[src/rtl/mseq_pkg.sv]
package mseq_pkg;
  typedef struct packed {
    logic dispatch;
    logic on_neg;
    logic on_zero;
  } jump_ctl_t;

  typedef struct packed {
    logic neg;
    logic zero;
  } flag_pair_t;
endpackage

[src/rtl/mseq_flag_latch.sv]
module mseq_flag_latch
  import mseq_pkg::*;
(
  input  logic       clk,
  input  logic       rst,
  input  flag_pair_t flags_in,
  output flag_pair_t flags_q
);
  always_ff @(posedge clk) begin
    if (rst) flags_q <= '0;
    else     flags_q <= flags_in;
  end
endmodule

[src/rtl/mseq_low_merge.sv]
module mseq_low_merge #(
  parameter int ADDR_W = 9,
  parameter int OPC_W  = 8
) (
  input  logic [ADDR_W-2:0] field_low,
  input  logic              dispatch,
  input  logic [OPC_W-1:0]  opcode,
  output logic [ADDR_W-2:0] merged_low
);
  for (genvar i = 0; i < ADDR_W-1; i++) begin : g_bit
    if (i < OPC_W) begin : g_or
      assign merged_low[i] = field_low[i] | (dispatch & opcode[i]);
    end else begin : g_pass
      assign merged_low[i] = field_low[i];
    end
  end
endmodule

[src/rtl/mseq_high_merge.sv]
module mseq_high_merge
  import mseq_pkg::*;
(
  input  logic       field_high,
  input  jump_ctl_t  ctl,
  input  flag_pair_t flags_q,
  output logic       merged_high
);
  logic neg_hit;
  logic zero_hit;

  always_comb begin
    neg_hit     = ctl.on_neg  & flags_q.neg;
    zero_hit    = ctl.on_zero & flags_q.zero;
    merged_high = field_high | neg_hit | zero_hit;
  end
endmodule

[src/rtl/mseq_top.sv]
module mseq_top
  import mseq_pkg::*;
#(
  parameter int              ADDR_W    = 9,
  parameter int              OPC_W     = 8,
  parameter logic [ADDR_W-1:0] MAIN_ADDR = '0
) (
  input  logic              clk,
  input  logic              rst,
  input  logic [ADDR_W-1:0] naddr,
  input  logic              jmpc,
  input  logic              jamn,
  input  logic              jamz,
  input  logic              alu_n,
  input  logic              alu_z,
  input  logic [OPC_W-1:0]  mbr,
  output logic [ADDR_W-1:0] mpc
);
  localparam int LOW_W = ADDR_W - 1;

  jump_ctl_t         ctl;
  flag_pair_t        flags_now;
  flag_pair_t        flags_q;
  logic [LOW_W-1:0]  low_next;
  logic              high_next;

  assign ctl       = '{dispatch: jmpc, on_neg: jamn, on_zero: jamz};
  assign flags_now = '{neg: alu_n, zero: alu_z};

  mseq_flag_latch u_flags (
    .clk      (clk),
    .rst      (rst),
    .flags_in (flags_now),
    .flags_q  (flags_q)
  );

  mseq_low_merge #(.ADDR_W(ADDR_W), .OPC_W(OPC_W)) u_low (
    .field_low  (naddr[LOW_W-1:0]),
    .dispatch   (ctl.dispatch),
    .opcode     (mbr),
    .merged_low (low_next)
  );

  mseq_high_merge u_high (
    .field_high  (naddr[ADDR_W-1]),
    .ctl         (ctl),
    .flags_q     (flags_q),
    .merged_high (high_next)
  );

  always_ff @(posedge clk) begin
    if (rst) mpc <= MAIN_ADDR;
    else     mpc <= {high_next, low_next};
  end
endmodule

[config.mk]
export PLATFORM = sky130hd
export DESIGN_NAME = mseq_top
export DESIGN_NICKNAME = d
export VERILOG_FILES = /design/src/rtl/mseq_pkg.sv /design/src/rtl/mseq_flag_latch.sv /design/src/rtl/mseq_low_merge.sv /design/src/rtl/mseq_high_merge.sv /design/src/rtl/mseq_top.sv
export SDC_FILE = /design/constraint.sdc
export NUM_CORES = 1
export LEC_CHECK = 0
export ABC_AREA = 0
export BUFFER_PORTS_ARGS = -buffer_cell sky130_fd_sc_hd__buf_4
export CORE_AREA = 2 2 39 41
export CTS_CLUSTER_DIAMETER = 200
export DETAILED_ROUTE_END_ITERATION = 6
export DIE_AREA = 0 0 41 43
export SLEW_MARGIN = 10
export SYNTH_ARGS = -nofsm -noshare
export SYNTH_HDL_FRONTEND = slang
export SYNTH_SLANG_ARGS = --single-unit
[constraint.sdc]
create_clock -name clk -period 0.8 [get_ports clk]
set_input_delay 0.16 -clock clk [delete_from_list [all_inputs] [get_ports clk]]
set_output_delay 0.16 -clock clk [all_outputs]
set_load 0.05 [all_outputs]
* Word level (Yosys, flattened, before mapping)
Cells that the tools add are included.
Cells by class: bitwise operators 20
Operators by type and width (number):
- 1-bit AND | 10
- 1-bit bitwise OR | 10
Word-level totals: output and inout port bits 9, logic and storage cells 23, register bits after elaboration 11, input bits 24

* Logic depth before layout (Yosys ltp)
depth after elaboration 3, depth in mapped cells 3, mapped depth without buffers 2

* Hierarchy
From an unflattened synthesis, not the netlist that was laid out.
Second synthesis, totals: cells, all modules 32, area, all modules 370.4 um^2
Modules (own cells, without submodules):
- mseq_top | cells each 18, area an instance 236.5 um^2, instances 1, seq. area each 180.2 um^2
- mseq_low_merge | cells each 9, area an instance 71.3 um^2, instances 1, seq. area each 0.0 um^2
- mseq_flag_latch | cells each 4, area an instance 52.6 um^2, instances 1, seq. area each 40.0 um^2
- mseq_high_merge | cells each 1, area an instance 10.0 um^2, instances 1, seq. area each 0.0 um^2

* Worst setup path after synthesis
Ideal clock, no wire load.
path kind register to output, start register mpc[0], end output port mpc[0], arrival time 0.587 ns, stages on the path, launching flop included 1, data required time 0.640 ns, setup slack 0.053 ns, path buffers 0, cells stage by stage dfxtp_1
RTL lines:
- start: declaration | line mseq_top.sv:17 | output logic [ADDR_W-1:0] mpc
- start signal: assignment | line mseq_top.sv:53 | else mpc <= {high_next, low_next};
No word-level cell between the ends.

* Worst setup path in the final report
start register mpc[8], end output port mpc[8]
No word-level cell between the ends.

==> summary.txt <==
Timing
  – Minimum clock period: 896.7 ps
  – Period utilisation layout: 112.1%
  – Tightest Pin Transition: 180.6 ps
  – Post-route setup slack: -96.70 ps
  – RSZ-0062 raised after global routing: true
  – Clock skew: 0.08787 ps
  – Final setup fails: 9
  – Max-slew headroom: 87.96%
  – Final Hold Viols: 0
  – Slew Limit Fails: 0
  – Fmax: 1115 MHz

Global routing
  – Largest net degree at the start of global routing: 12
  – Global-route wire length before repair: 1152 um
  – Grt ovf: 0
  – Total GRT Usage: 10.58%
  – Vias in the first global route: 295
  – Antenna violations before repair: 0

Setup path
  – Crit Path Class: register to output port
  – CP bufs+invs: 1
  – Reg2reg path depth: 2
  – CP Depth: 1
  – CP Cell Sequence: buf_8
  – Worst path required time: 640 ps
  – Largest stage delay, worst path: 330 ps
  – Worst setup SP type: register
  – Critical path's top delay family: flip-flops
  – WP data arrival: 740 ps
  – Worst path slowest cell: dfxtp_2
  – Worst Setup End Kind: output port
  – CP max FO: 1

Clock tree
  – Clock latency at the later pin of the worst-skew pair: 260 ps
  – PostCTS Resize Cnt: 22
  – Clk pin slew, worst setup/hold paths: 60 ps
  – Htree depth: 1
  – Total setup buffers inserted after CTS: 0
  – Hold buffers post-CTS: 0
  – Num CTS Buffers: 3
  – Clk buf depth: 2
  – Root Driver: clkbuf_4
  – Clk sink count: 11
  – CTS tree: built

Drt
  – Post-Route WL: 813 um
  – Routed Antenna Nets: 0
  – Drt via density: 4.120
  – WL/cell: 9.795 um
  – Drc violations: 0
  – Initial drt markers: 2
  – Vias: 342
  – TritonRoute pass-1 iters: 3

Finish
  – Final Util: 49.64%
  – Diodes inserted: 0
  – # nets final: 92
  – Proportion of layout cells with a drive suffix above 1: 67.16%
  – Design Area, Final: 686.9 um^2
  – Synth-to-Final Area Change: 103.3%

Run
  – MaxCap Viol Count: 0

Placed design
  – GP Congestion: 0.5398
  – Port Buffer Count: 32
  – DP Area: 581.8 um^2

Hold path
  – Hold depth: 3
  – Min-Delay Path Class: input pin to register

Die
  – Initial Util: 24.41%
  – Core box area: 1384 um^2
  – Die Y-Extent: 43 um
  – Num rows: 14
  – Chip width: 41 um
  – Total die area: 1763 um^2
  – Ports: 33

Power
  – Maximum vdd ir drop: 0.0007776 V
  – P_leak: 0.0003245 uW
  – PD cells: 1900 nW/um^2

Synth
  – Share of the synthesized area in the top cell type: 65.19%
  – Synth Flop Type: dfxtp_1
  – Synth Area per Inst: 10.24 um^2
  – Top post-synthesis cells by area: dfxtp_1 65%, a21oi_1 12%, nor2_1 10%
  – Asr flop ratio synth: 0%
  – Synth unique cells: 7
  – Post-synth EDFFs: 0
  – Sequential cell area fraction in the yosys report: 65.19%
  – Most frequent cell after synthesis: dfxtp_1
  – Most instantiated cells after synthesis: 11 x dfxtp_1, 9 x nor2_1, 8 x a21oi_1
  – Synth Net Count: 57
  – Syn Std Cell Area: 337.8 um^2
  – Yosys warns: 0
  – Synth area leader: dfxtp_1
  – Cells after synthesis: 33
  – Yosys reg bits: 11

Outcome
  – Failing checks: setup timing
  – Status: finished, violations left
-- metrics by stage --
stage	std cells	setup TNS (ps)	setup WS (ps)	power, uW	hold WS [ps]
3_5_place_dp	79	0	100.9	894.2	370.7
3_3_place_gp	79	0	119.1	891.9	364.0
6_report	83	-835.5	-96.70	1305	98.32
5_1_grt	83	-1141	-135.5	1379	95.60
2_1_floorplan	33	0	52.67	759.1	231.6
4_1_cts	83	-984.2	-116.6	1318	86.57
-- power by group --
| group | leakage, uW | internal, uW | switching [uW] |
|---|---|---|---|
| registers | 0.0000939 | 590 | 20.4 |
| clock network | 0.0000150 | 193 | 173 |
| logic | 0.000216 | 169 | 159 |
| total | 0.000324 | 952 | 353 |
-- cell usage in the layout (no fill, tap or decap) --
| master | instances |
|---|---|
| buf_8 | 9 |
| clkbuf_1 | 1 |
| clkbuf_4 | 3 |
| dfxtp_1 | 2 |
| buf_4 | 23 |
| dfxtp_2 | 9 |
| nor2b_1 | 2 |
| nor2_1 | 9 |
| a21oi_1 | 8 |
| a221oi_2 | 1 |
-- flip-flops by register name, summed over array words and instances (netlist names) --
signal / count
mpc: 9
u_flags.flags_q: 2
-- final timing paths --
path / start / endpoint / slack, ps
min: naddr[0] / mpc[0] / 100
max: mpc[8] / mpc[8] / -100
min reg2reg: u_flags.flags_q[0] / mpc[8] / 470
max reg2reg: u_flags.flags_q[1] / mpc[8] / 110
-- logic make-up (layout without fill, tap and decap cells) --
| logic type | count (synthesis) | count (layout) | share of synthesized area [%] |
|---|---|---|---|
| AOI/OAI and AO/OA | 9 | 9 | 16.30 |
| buffers and inverters | 2 | 36 | 4.813 |
| DFF | 11 | 11 | 65.18 |
| and+or+nand+nor | 11 | 11 | 13.70 |
-- per-layer routing --
layer / share of wire (%) / track usage, % / vias to the layer above
met5: 0 / 0 / -
met4: 3.3 / 12.00 / 0
met3: 17 / 4.188 / 4
met2: 44 / 14.69 / 26
met1: 36 / 10.42 / 135
li1: - / - / 177
-- area by class of cell --
type                            instances  area [um^2]
Multi-Input combinational cell         20        101.3
Clock buffer                            4        26.28
Tap cell                               16        20.02
Fill cell                             138        696.9
Sequential cell                        11        231.5
Timing Repair Buffer                   32        307.8
Power figures use the tool's default switching activity.
